[src/rtl/dma_pkg.sv]
package dma_pkg;

    typedef enum logic [1:0] {
        MODE_BURST = 2'b00,
        MODE_STEAL = 2'b01,
        MODE_GAP   = 2'b10,
        MODE_RSVD  = 2'b11
    } dma_mode_e;

endpackage

[src/rtl/dma_arbiter.sv]
module dma_arbiter
    import dma_pkg::*;
(
    input  logic      clk,
    input  logic      rst_n,
    input  dma_mode_e mode,
    input  logic      dma_req,
    input  logic      cpu_req,
    output logic      dma_gnt,
    output logic      cpu_gnt,
    output logic      cpu_wait
);

    typedef struct packed {
        logic prev_own;
    } arb_t;

    arb_t arb_d, arb_q;

    always_comb begin
        arb_d = arb_q;
        case (mode)
            MODE_STEAL: dma_gnt = dma_req && !arb_q.prev_own;
            MODE_GAP:   dma_gnt = dma_req && !cpu_req;
            default:    dma_gnt = dma_req;
        endcase
        cpu_gnt        = cpu_req && !dma_gnt;
        cpu_wait       = cpu_req && dma_gnt;
        arb_d.prev_own = dma_gnt;
    end

    always_ff @(posedge clk or negedge rst_n) begin
        if (!rst_n) arb_q <= '0;
        else        arb_q <= arb_d;
    end

endmodule

[src/rtl/dma_packer.sv]
module dma_packer #(
    parameter int DW = 32
) (
    input  logic                clk,
    input  logic                rst_n,
    input  logic                clr,
    input  logic                take,
    input  logic                last,
    input  logic [7:0]          byte_in,
    input  logic                pop,
    output logic                in_ready,
    output logic                out_valid,
    output logic [DW-1:0]       out_data,
    output logic [DW/8-1:0]     out_be,
    output logic                empty
);

    localparam int LANES = DW / 8;
    localparam int CW    = $clog2(LANES + 1);

    typedef struct packed {
        logic [DW-1:0]    acc;
        logic [CW-1:0]    cnt;
        logic             hold;
        logic [DW-1:0]    wd;
        logic [LANES-1:0] wbe;
        logic             wv;
    } pk_t;

    pk_t pk_d, pk_q;

    function automatic logic [LANES-1:0] lane_mask(input logic [CW-1:0] n);
        logic [LANES-1:0] m;
        for (int i = 0; i < LANES; i++) m[i] = (n > CW'(i));
        return m;
    endfunction

    logic [DW-1:0] acc_n;
    logic [CW-1:0] cnt_n;
    logic          complete;
    logic          free;

    always_comb begin
        pk_d  = pk_q;
        acc_n = pk_q.acc;
        cnt_n = pk_q.cnt;
        free  = !pk_q.wv || pop;
        if (pop) pk_d.wv = 1'b0;
        if (take) begin
            for (int i = 0; i < LANES; i++) begin
                if (pk_q.cnt == CW'(i)) acc_n[i*8 +: 8] = byte_in;
            end
            cnt_n = pk_q.cnt + 1'b1;
        end
        complete = pk_q.hold || (take && (cnt_n == CW'(LANES) || last));
        if (complete && free) begin
            pk_d.wd   = acc_n;
            pk_d.wbe  = lane_mask(cnt_n);
            pk_d.wv   = 1'b1;
            pk_d.acc  = '0;
            pk_d.cnt  = '0;
            pk_d.hold = 1'b0;
        end else begin
            pk_d.acc  = acc_n;
            pk_d.cnt  = cnt_n;
            pk_d.hold = complete;
        end
        if (clr) pk_d = '0;
    end

    always_ff @(posedge clk or negedge rst_n) begin
        if (!rst_n) pk_q <= '0;
        else        pk_q <= pk_d;
    end

    assign in_ready  = !pk_q.hold;
    assign out_valid = pk_q.wv;
    assign out_data  = pk_q.wd;
    assign out_be    = pk_q.wbe;
    assign empty     = (pk_q.cnt == '0) && !pk_q.hold && !pk_q.wv;

endmodule

[src/rtl/bus_dma_engine.sv]
module bus_dma_engine
    import dma_pkg::*;
#(
    parameter int AW = 32,
    parameter int LW = 16,
    parameter int DW = 32
) (
    input  logic            clk,
    input  logic            rst_n,
    input  logic            cfg_start,
    input  logic [1:0]      cfg_mode,
    input  logic [AW-1:0]   cfg_addr,
    input  logic [LW-1:0]   cfg_len,
    output logic            sts_done,
    output logic [LW-1:0]   sts_remain,
    output logic            irq,
    input  logic [7:0]      per_data,
    input  logic            per_valid,
    output logic            per_ready,
    input  logic            cpu_req,
    output logic            cpu_gnt,
    output logic            cpu_wait,
    output logic            bus_dma_own,
    output logic            mem_we,
    output logic [AW-1:0]   mem_addr,
    output logic [DW-1:0]   mem_wdata,
    output logic [DW/8-1:0] mem_be
);

    localparam int          LANES = DW / 8;
    localparam logic [AW-1:0] STEP = AW'(LANES);
    localparam logic [AW-1:0] ALIGN_MASK = ~(STEP - 1'b1);

    typedef struct packed {
        logic          run;
        dma_mode_e     mode;
        logic [AW-1:0] addr;
        logic [LW-1:0] remain;
        logic          done;
        logic          irq;
    } ctl_t;

    ctl_t ctl_d, ctl_q;

    logic             take, accept, dma_req, dma_gnt;
    logic             pk_ready, pk_valid, pk_empty;
    logic [DW-1:0]    pk_data;
    logic [LANES-1:0] pk_be;
    dma_mode_e        mode_cur;
    logic             run_cur;

    assign accept    = !ctl_q.run && cfg_start;
    assign per_ready = ctl_q.run && (ctl_q.remain != '0) && pk_ready;
    assign take      = per_valid && per_ready;
    assign dma_req   = ctl_q.run && (ctl_q.mode == MODE_BURST || pk_valid);
    assign mem_we    = dma_gnt && pk_valid;

    always_comb begin
        ctl_d     = ctl_q;
        ctl_d.irq = 1'b0;
        if (take)   ctl_d.remain = ctl_q.remain - 1'b1;
        if (mem_we) ctl_d.addr   = ctl_q.addr + STEP;
        if (ctl_q.run && ctl_q.remain == '0 && pk_empty) begin
            ctl_d.run  = 1'b0;
            ctl_d.done = 1'b1;
            ctl_d.irq  = 1'b1;
        end
        if (accept) begin
            ctl_d.run    = 1'b1;
            ctl_d.done   = 1'b0;
            ctl_d.mode   = (cfg_mode == MODE_RSVD) ? MODE_BURST : dma_mode_e'(cfg_mode);
            ctl_d.addr   = cfg_addr & ALIGN_MASK;
            ctl_d.remain = cfg_len;
        end
    end

    always_ff @(posedge clk or negedge rst_n) begin
        if (!rst_n) ctl_q <= '{run: 1'b0, mode: MODE_BURST, addr: '0,
                               remain: '0, done: 1'b0, irq: 1'b0};
        else        ctl_q <= ctl_d;
    end

    dma_packer #(.DW(DW)) u_packer (
        .clk       (clk),
        .rst_n     (rst_n),
        .clr       (accept),
        .take      (take),
        .last      (ctl_q.remain == LW'(1)),
        .byte_in   (per_data),
        .pop       (mem_we),
        .in_ready  (pk_ready),
        .out_valid (pk_valid),
        .out_data  (pk_data),
        .out_be    (pk_be),
        .empty     (pk_empty)
    );

    dma_arbiter u_arb (
        .clk      (clk),
        .rst_n    (rst_n),
        .mode     (ctl_q.mode),
        .dma_req  (dma_req),
        .cpu_req  (cpu_req),
        .dma_gnt  (dma_gnt),
        .cpu_gnt  (cpu_gnt),
        .cpu_wait (cpu_wait)
    );

    assign mode_cur    = ctl_q.mode;
    assign run_cur     = ctl_q.run;
    assign bus_dma_own = dma_gnt;
    assign sts_done    = ctl_q.done;
    assign sts_remain  = ctl_q.remain;
    assign irq         = ctl_q.irq;
    assign mem_addr    = ctl_q.addr;
    assign mem_wdata   = pk_data;
    assign mem_be      = pk_be;

endmodule

[config.mk]
export PLATFORM = sky130hd
export DESIGN_NAME = bus_dma_engine
export DESIGN_NICKNAME = d
export VERILOG_FILES = /design/src/rtl/dma_pkg.sv /design/src/rtl/dma_arbiter.sv /design/src/rtl/dma_packer.sv /design/src/rtl/bus_dma_engine.sv
export SDC_FILE = /design/constraint.sdc
export NUM_CORES = 1
export LEC_CHECK = 0
export CORE_ASPECT_RATIO = 0.75
export CORE_MARGIN = 1
export CORE_UTILIZATION = 45
export DETAILED_ROUTE_END_ITERATION = 8
export PLACE_DENSITY = 0.75
export RECOVER_POWER = 25
export SLEW_MARGIN = 25
export SYNTH_ARGS = -nofsm -noshare
export SYNTH_HDL_FRONTEND = slang
export SYNTH_SLANG_ARGS = --single-unit
[constraint.sdc]
create_clock -name clk -period 2.2 [get_ports clk]
set_input_delay 0.44 -clock clk [delete_from_list [all_inputs] [get_ports clk]]
set_output_delay 0.44 -clock clk [all_outputs]
set_load 0.01 [all_outputs]
After elaboration in Yosys (flattened, before gate mapping)

Index checks and enable logic that the tools add are counted.

$add $sub $neg: 3
$lt $le $gt $ge: 4
Equal/unequal tests: 8
Multiplexer cells: 17
Reductions and logical operators: 35

Operator list:

| cell                                                                             | count |
|---|---|
| 73-bit two-way mux                                                               | 1 |
| 32-bit two-way mux                                                               | 2 |
| 52-bit two-way mux                                                               | 1 |
| 37-bit two-way mux                                                               | 1 |
| 36-bit two-way mux                                                               | 1 |
| 32-bit by 3-bit adder with 32-bit output (second input constant)                 | 1 |
| 8-bit two-way mux                                                                | 4 |
| 16-bit by 1-bit == test with 1-bit output (second input constant)                | 1 |
| 1-bit logical AND                                                                | 16 |
| 16-bit zero test                                                                 | 1 |
| 16-bit two-way mux                                                               | 1 |
| 16-bit nonzero test                                                              | 1 |
| 16-bit by 1-bit subtractor with 16-bit output (second input constant)            | 1 |
| 2-bit nonzero test                                                               | 4 |
| 3-bit by 2-bit == test with 1-bit output (second input constant)                 | 2 |
| 3-bit by 1-bit greater-than comparator with 1-bit output (second input constant) | 2 |
| 3-bit by 2-bit greater-than comparator with 1-bit output (second input constant) | 2 |
| 1-bit zero test                                                                  | 6 |
| 2-bit == test (second input constant)                                            | 2 |
| 1-bit logical OR                                                                 | 4 |
| 2-bit two-way mux                                                                | 2 |
| 3-bit by 1-bit adder with 3-bit output (second input constant)                   | 1 |
| 3-bit by 1-bit == test with 1-bit output (second input constant)                 | 1 |
| 3-bit == test (second input constant)                                            | 1 |
| other kinds (7)                                                                  | 8 |

Bits in registers: 127
Output and inout bits: 91
Logic and storage cells: 80

Depth between registers and ports, before layout

Gate-level depths: netlist of the first run.

Depth after elaboration: 12
Depth in mapped cells: 9

Hierarchy

A second synthesis of the first run with hierarchy kept.

Cell total of the unflattened synthesis: 717
Area, all modules: 7,064.3 µm²

Modules (own cells, without submodules):

| module         | instances | cells an instance | area each (µm²) | seq. area each (µm²) |
|---|---|---|---|---|
| dma_packer     | 1         | 360               | 3,917.5         | 1,826.8 |
| bus_dma_engine | 1         | 349               | 3,066.7         | 1,276.2 |
| dma_arbiter    | 1         | 8                 | 80.1            | 25.0 |

Worst setup path before layout of the first run

Ideal clock, no wire load.

Kind: reg-to-reg
Start: register ctl_q (netlist bit mode_cur[0])
End: register u_packer.pk_q (netlist bit u_packer.out_data[0])
Setup time: 0.125 ns
Arrival: 1.978 ns
Data required time: 2.075 ns
Slack: 0.097 ns
Cell stages (with the launch flop): 10
Buffers on the path: 2
Path through: dfrtp_1 -> inv_1 -> ha_1 -> mux2_2 -> a31oi_1 -> nor2_1 -> a211o_1 -> buf_2 -> buf_6 -> o2bb2ai_1

Cells in the longest elaborated chain, start to end: 9

RTL lines:

| what                                  | line                                 | text |
|---|---|---|
| start: declaration                    | bus_dma_engine.sv:43                 | `ctl_t ctl_d, ctl_q;` |
| start signal: assignment              | bus_dma_engine.sv:78                 | `if (!rst_n) ctl_q <= '{run: 1'b0, mode: MODE_BURST, addr: '0,` |
| start signal: assignment              | bus_dma_engine.sv:80                 | `else ctl_q <= ctl_d;` |
| 2-bit zero test                       | bus_dma_engine.sv:55                 | `assign dma_req = ctl_q.run && (ctl_q.mode == MODE_BURST \|\| pk_valid);` |
| 1-bit logical OR                      | bus_dma_engine.sv:55                 |  |
| 1-bit logical AND                     | bus_dma_engine.sv:55                 |  |
| 1-bit logical AND (on tied branches)  | dma_arbiter.sv:24, dma_arbiter.sv:23 |  |
| 1-bit case mux with 2 select lines *  | dma_arbiter.sv:22                    | `case (mode)` |
| 1-bit logical AND *                   | bus_dma_engine.sv:56                 | `assign mem_we = dma_gnt && pk_valid;` |
| 1-bit logical OR *                    | dma_packer.sv:47                     | `free = !pk_q.wv \|\| pop;` |
| 1-bit logical AND *                   | dma_packer.sv:56                     | `if (complete && free) begin` |
| 2-bit nonzero test (no source line) * | -                                    |  |
| end signal: assignment                | dma_packer.sv:73                     | `else pk_q <= pk_d;` |
| end: declaration                      | dma_packer.sv:30                     | `pk_t pk_d, pk_q;` |

Every way passes the cells marked *; elsewhere a longest branch is shown, timed or not.
A chain may end at the register's enable or synchronous reset.

Worst setup path after layout of the first run

Start: register ctl_q (netlist bit mode_cur[1])
End: output port cpu_wait

Cells in the longest elaborated chain, start to end: 6

RTL lines:

| what                                 | line                                 | text |
|---|---|---|
| 2-bit zero test                      | bus_dma_engine.sv:55                 |  |
| 1-bit logical OR                     | bus_dma_engine.sv:55                 |  |
| 1-bit logical AND                    | bus_dma_engine.sv:55                 |  |
| 1-bit logical AND (on tied branches) | dma_arbiter.sv:24, dma_arbiter.sv:23 |  |
| 1-bit case mux with 2 select lines * | dma_arbiter.sv:22                    |  |
| 1-bit logical AND *                  | dma_arbiter.sv:28                    | `cpu_wait = cpu_req && dma_gnt;` |
| end: declaration                     | bus_dma_engine.sv:22                 | `output logic cpu_wait,` |

Marks and branches as above.

==> results.json, run 1 <==
{
  "die_area_um2": 14560,
  "detailed_place_hpwl_um": 11750,
  "initial_core_util_pct": 46.22,
  "yosys_warnings": 0,
  "drv_cap": 0,
  "io_pins": 154,
  "dr_total_vias": 5491,
  "grt_pass1_vias": 5313,
  "drc": 0,
  "power_density_nw_per_um2": 1336,
  "cts_tree": "yes",
  "dr.pass1.iters": 7,
  "htree_levels": 4,
  "timing.fmax_mhz": 432.1,
  "antenna_found_initial": 0,
  "failed_checks": "negative setup slack",
  "tritoncts.num_buffers": 17,
  "wl_per_cell_um": 19.32,
  "final_common_cell": "clkdlybuf4s50_1",
  "crit_chain": "ha_4 > mux2_4 > nand2_4 > o211a_4 > buf_6 > and2_4 > buf_6",
  "crit_top_cell": "buf_6",
  "synth-edff-count": 0,
  "track_usage_pct": 24.07,
  "drive_gt1_share_pct": 23.52,
  "maxSlewHeadroom_pct": 20.30,
  "ys_seq_area_share_pct": 49.39,
  "worstSetupPathType": "reg2out",
  "startpoint_type": "flop",
  "syn2layout_area_growth_pct": 52.73,
  "maxSlewViolCount": 0,
  "yosysUniqueCellTypes": 56,
  "io_buffers": 149,
  "core_area_um2": 13700,
  "synth.area.top_cells": "dfrtp_1 49%, mux2i_1 5.4%, o2bb2ai_1 4.7%",
  "place_ws_ns": -0.3825,
  "root_buffer": "clkbuf_16",
  "yosysTopAreaCell": "dfrtp_1",
  "wl_um": 19070,
  "synth_flop_cell": "dfrtp_1",
  "gp_congestion": 0.8673,
  "grt_max_degree": 84,
  "die_w_um": 139.0,
  "rsz0062_at_grt": "yes",
  "synth_area_per_cell_um2": 10.28,
  "finClkSkew_ns": 0.01381,
  "final_cell_mix": "143 x clkdlybuf4s50_1, 122 x dfrtp_1, 60 x nand2_1",
  "cpPeakStageDelay_ns": 0.41,
  "ys_ff_latch": 125,
  "rows": 37,
  "synth_top_area_share_pct": 49.39,
  "cp_max_fo": 3,
  "async_reset_ff_share_pct": 100.0,
  "min_period_ns": 2.314,
  "finalNetCount": 874,
  "tightestPinTransition_ns": 1.196,
  "via_per_inst": 5.563,
  "netlist_instances": 616,
  "cts_sinks": 125,
  "required_ns": 1.76,
  "vdd_drop_max_v": 0.0007036,
  "die_h_um": 104.7,
  "cp-end-kind": "output pin",
  "holdBufCountCts": 0,
  "finalHoldViolCount": 0,
  "fillCellCount": 926,
  "hold_class": "in2async",
  "ctsLongestPathBuffers": 2,
  "crit_slowest_cell": "dfrtp_1",
  "tns_ns": -2.379,
  "diodes": 0,
  "worst_slack_ns": -0.1145,
  "finalSetupViolCount": 39,
  "p_leak_nw": 3.927,
  "clkSlewWorstSetupHoldPaths_ns": 0.05,
  "clock_latency_ns": 0.42,
  "grt_pass1_wl_um": 27320,
  "mappedNetlistArea_um2": 6334,
  "fin_crit_sh_pct": 105.2,
  "drt_iter0_markers": 391,
  "grt_overflow": 0,
  "worstPathArrival_ns": 1.87,
  "antenna_left": 0,
  "outcome": "complete, but fails checks"
}
[stage by stage]
stage          hold slack, ns  area [um2]  util, %  cells  power [mW]
6_report               0.2282        9673    70.59    987       12.93
5_1_grt                0.3155        9673    70.59    987       13.55
4_1_cts               0.04002        8894    64.90    964       11.85
3_5_place_dp           0.4735        8173    59.64    925       8.660
3_3_place_gp           0.4692        8173    59.64    925       8.460
2_1_floorplan          0.1444        6337        -    617       6.430
[cell usage after synthesis, drive strengths merged (2+ instances only)]
master	instances
o211ai	6
a31oi	3
nor4b	2
nand2b	2
and4	5
o32ai	2
inv	20
nand4	10
xnor2	31
clkbuf	16
or3	6
nor2	55
buf	54
mux2i	34
ha	11
a211oi	6
nand3	14
xor2	3
nand2	62
nor4	10
o2111ai	2
nor3	21
a21oi	7
mux2	2
o311ai	2
o211a	2
and3	7
and2	2
a21o	4
o2bb2ai	34
nor2b	3
nand3b	3
o2111a	2
dfrtp	125
o21ai	40
[critical path, delay by kind of cell, from the launching register on]
| family | cells | cell delay [ns] |
|---|---|---|
| buf+inv | 2 | 0.18 |
| fa+ha+maj | 1 | 0.17 |
| compound gates | 1 | 0.17 |
| mux | 1 | 0.32 |
| simple gates | 2 | 0.19 |
| flops | 1 | 0.41 |
[worst paths after layout]
| kind | cells past startpoint | slack, ns | end | start |
|---|---|---|---|---|
| setup reg to reg | 9 | -0.11 | u_packer.out_data[8] | mode_cur[1] |
| setup / recovery | 7 | -0.11 | cpu_wait | mode_cur[1] |
| min in group clk | 1 | 0.49 | u_packer.out_data[4] | u_packer.out_data[4] |
| hold / removal | 1 | 0.23 | sts_remain[7] | rst_n |
| max in group asynchronous | 2 | 0.68 | u_packer.pk_q[47] | rst_n |
| hold reg to reg | 1 | 0.49 | u_packer.out_data[4] | u_packer.out_data[4] |
[cells by family (layout without fill, tap and decap cells)]
group,after synthesis,count (layout),synth area share [%]
AO/OA/AOI/OAI,114,114,13.53
adder cells (fa/ha/maj),11,11,2.173
AND/OR/NAND/NOR,205,205,15.96
XOR/XNOR,34,34,4.702
multiplexers,36,36,5.729
flip-flops,125,125,49.39
buffers and inverters,90,285,8.455
other,1,2,0.05921
[metal layers]
metal  global-route usage [%]  routed length [um]  up-vias
li1                         -                   -     2509
met1                    30.98                8233     2765
met2                    39.50                9291      179
met3                    7.104                1160       38
met4                    6.587                 388        0
met5                        0                   0        -
[area by class of cell]
type / count / area (um2) / share of cell area (%)
multi-input cells: 402 / 3163 / 32.70
flip-flops and latches: 125 / 3132 / 32.38
repair buffers: 234 / 2454 / 25.37
clock buffers: 20 / 466.7 / 4.825
well taps: 175 / 219.0 / 2.264
clock inverters: 11 / 163.9 / 1.694
inverters: 20 / 75.07 / 0.7761
[power by group]
group / total, mW / internal [mW] / leakage [nW] / switching, mW
Clock: 2.99 / 1.97 / 0.308 / 1.02
Sequential: 4.07 / 3.21 / 1.58 / 0.862
Combinational: 5.86 / 3.26 / 2.03 / 2.61
[flip-flops by register name, summed over array words and instances, names as in the netlist]
register,flops
irq,1
mem_addr,30
mode_cur,2
run_cur,1
sts_done,1
sts_remain,16
u_arb.arb_q,1
u_packer.out_be,4
u_packer.out_data,32
u_packer.out_valid,1
u_packer.pk_q,36
[what timing repair did]
action                                  in CTS  in global routing
resized for setup                           29                 85
endpoints found under the setup margin      39                 71
setup buffers                                8                 12
gates cloned                                 0                 11
pin swaps                                    8                  7
Power figures use the tool's default switching activity.
==> run 2, diff against run 1 <==
Settings changed: ABC_AREA set to 1, CORE_UTILIZATION 45 to 47, PLACE_DENSITY 0.75 to 0.76, TNS_END_PERCENT set to 30.
==> run 2 against run 1 <==
The flow finishes with violations (max-capacitance violations, max-slew violations). Clock skew decreased by 0.00068 ns. Combinational power increased by 12%. Via count is 26% higher. Highest routed layer unchanged.
==> results.json, run 2 <==
{
  "io_buffers": 149,
  "crit_buf_inv": 2,
  "via_per_inst": 5.365,
  "synthTopCellsByCount": "180 x nand2_1, 125 x dfrtp_1, 116 x inv_1, 99 x nor2_1, 76 x o21ai_0",
  "grt_max_degree": 126,
  "async_reset_ff_share_pct": 100.0,
  "ys_ff_latch": 125,
  "yosys_warnings": 0,
  "p_int_mw": 8.189,
  "netlist_instances": 923,
  "die_area_um2": 15930,
  "wl_per_cell_um": 15.81,
  "failed_checks": "max-capacitance violations, max-slew violations",
  "clkSlewWorstSetupHoldPaths_ns": 0.06,
  "wl_um": 20360,
  "rsz0062_at_grt": "yes",
  "grt_pass1_wl_um": 32260,
  "synth_mux_area_share_pct": 0,
  "ctsLongestPathBuffers": 2,
  "gp_congestion": 0.9131,
  "synth_area_per_cell_um2": 7.853,
  "detailed_place_hpwl_um": 13980,
  "dr_total_vias": 6910,
  "startpoint_type": "flop",
  "finalHoldViolCount": 0,
  "cts_tree": "yes",
  "p_leak_nw": 4.623,
  "antenna_found_initial": 0,
  "core_area_um2": 14740,
  "drv_cap": 1,
  "power_density_nw_per_um2": 1366,
  "power_frac_seq_pct": 30.7,
  "switching_share_pct": 38.70,
  "dr.pass1.iters": 5,
  "synth_adder_area_share_pct": 1.899,
  "rows": 38,
  "worstPathArrival_ns": 1.70,
  "drc": 0,
  "final_cell_mix": "175 x nand2_1, 143 x clkdlybuf4s50_1, 124 x dfrtp_1",
  "drive_gt1_share_pct": 15.63,
  "cp-end-kind": "output pin",
  "grt_pass1_vias": 6400,
  "worst_slack_ns": 0.05948,
  "cp_max_fo": 3,
  "synth-xor-area-share_pct": 1.692,
  "cpPeakStageDelay_ns": 0.39,
  "switchingPower_mw": 5.170,
  "finalSetupViolCount": 0,
  "final_common_cell": "nand2_1",
  "largest_reg_flops": 36,
  "drt_iter0_markers": 446,
  "clkPwrFrac_pct": 20.4,
  "crit_slowest_cell": "dfrtp_1",
  "holdBufCountCts": 0,
  "grt_overflow": 0,
  "tightestPinTransition_ns": 1.736,
  "yosysTopAreaCell": "dfrtp_1",
  "cpLargestDelayFamily": "flip-flops",
  "synth-edff-count": 0,
  "synth_flop_cell": "dfrtp_1",
  "comb_power_share_pct": 48.9,
  "outcome": "complete, but fails checks",
  "finClkSkew_ns": 0.01313,
  "worstSetupPathType": "reg2out",
  "ys_seq_area_share_pct": 43.16,
  "initial_core_util_pct": 49.18,
  "required_ns": 1.76,
  "io_pins": 154,
  "diodes": 0,
  "yosys.area_share.simple_pct": 29.50,
  "vdd_drop_max_v": 0.0006755,
  "die_h_um": 109.5,
  "maxSlewHeadroom_pct": -15.71,
  "timing.fmax_mhz": 467.2,
  "crit_chain": "ha_2 > or2_0 > a31oi_2 > inv_2 > nor2_1 > buf_2",
  "top_register": "u_packer.pk_q",
  "synth_top_area_share_pct": 43.16,
  "maxSlewViolCount": 126,
  "antenna_left": 0,
  "yosysUniqueCellTypes": 49,
  "min_period_ns": 2.141,
  "htree_levels": 4,
  "fin_total_pwr_mw": 13.36,
  "die_w_um": 145.4,
  "place_ws_ns": -0.2143,
  "hold_class": "reg2reg",
  "synth.area.top_cells": "dfrtp_1 43%, nand2_1 9.3%, inv_1 6.0%",
  "clock_latency_ns": 0.42,
  "root_buffer": "clkbuf_16",
  "cts_sinks": 125,
  "mappedNetlistArea_um2": 7248,
  "tritoncts.num_buffers": 17,
  "finalNetCount": 1152,
  "fin_crit_sh_pct": 97.30,
  "synth_top_family_by_area": "simple AND/OR/NAND/NOR gates",
  "track_usage_pct": 25.71,
  "synth-compound-area-share_pct": 10.24,
  "yosysMostFrequentCell": "nand2_1",
  "syn2layout_area_growth_pct": 34.92
}
-- run 2: cell types whose count changed after synthesis, sizes merged, moves of 11 or more --
cell,before,now
nand3,14,72
nand4,10,46
mux2i,34,0
o2bb2ai,34,0
nor2,55,104
xnor2,31,2
inv,20,118
nand2,62,186
buf,54,67
o22ai,0,11
o21ai,40,77
-- run 2: kinds of logic after synthesis --
family,count (synthesis)
and+or+nand+nor,444
xor gates and xnor gates,14
DFF,125
other,1
buffers and inverters,201
AOI/OAI and AO/OA,127
adders and majority gates,11
-- run 2: cell type report --
| class | instances | area (um2) |
|---|---|---|
| Tap cell | 200 | 250.2 |
| Inverter | 119 | 446.7 |
| Sequential cell | 125 | 3129 |
| Timing Repair Buffer | 217 | 2150 |
| Multi-Input combinational cell | 598 | 3239 |
| Clock inverter | 7 | 90.09 |
| Clock buffer | 22 | 474.2 |
| Fill cell | 1235 | 4960 |
-- run 2: through the flow --
step / area, um2 / TNS (ns) / instances / util (%) / hold slack [ns]
finish: 9779 / 0 / 1288 / 66.35 / 0.4939
global route: 9779 / -1.812 / 1288 / 66.35 / 0.5067
CTS: 9578 / -0.04598 / 1278 / 64.98 / 0.1646
detailed placement: 9030 / -1.320 / 1249 / 61.26 / 0.4823
global placement: 9030 / -0.5738 / 1249 / 61.26 / 0.4718
floorplan: 7252 / 0 / 924 / - / 0.1444
-- run 2: worst register-to-register path, cell delays in order, from the launching register on --
cell     delay (ns)
dfrtp_1        0.45
nor2_2         0.16
nand2_2        0.11
nor2_4         0.15
nand2_4        0.08
nand3_4        0.09
buf_4          0.19
inv_1          0.07
nand2_1        0.08
nand2_2        0.09
nand2_4        0.17
nand2_8        0.09
buf_12         0.16
nor2_1         0.13
-- run 2: repair_timing --
action	in CTS	in global routing
buffers inserted	0	7
pin swaps	1	8
cloned	0	3
gates resized for setup	19	27
setup endpoints to repair	5	108
-- run 2: path summary, 6_finish.rpt --
kind | slack [ns] | startpoint | cells after the start | to
worst max-delay path | 0.06 | mode_cur[1] | 6 | cpu_wait
worst min-delay path | 0.49 | sts_done | 1 | sts_done
worst max register to register | 0.10 | sts_remain[4] | 13 | u_packer.pk_q[39]
worst min register to register | 0.49 | sts_done | 1 | sts_done
max in group asynchronous | 0.49 | rst_n | 2 | sts_remain[2]
min in group asynchronous | 0.59 | rst_n | 2 | sts_remain[3]
-- run 2: metal layers --
layer	track usage, %	part of all wire (%)	up-vias
met5	0	0	-
met4	10.15	2.5	0
met3	4.855	6.8	39
met2	38.91	43	259
met1	36.58	47	3305
li1	-	-	3307
-- run 2: power by group through the flow --
stage / combinational, mW / clock [mW] / sequential [mW]
after floorplan: 3.62 / 0 / 4.15
after CTS: 6.23 / 2.75 / 4.08
final: 6.54 / 2.73 / 4.10
after global routing: 7.24 / 2.87 / 4.23
after global placement: 6.05 / 0 / 4.07
after detailed placement: 6.21 / 0 / 4.10
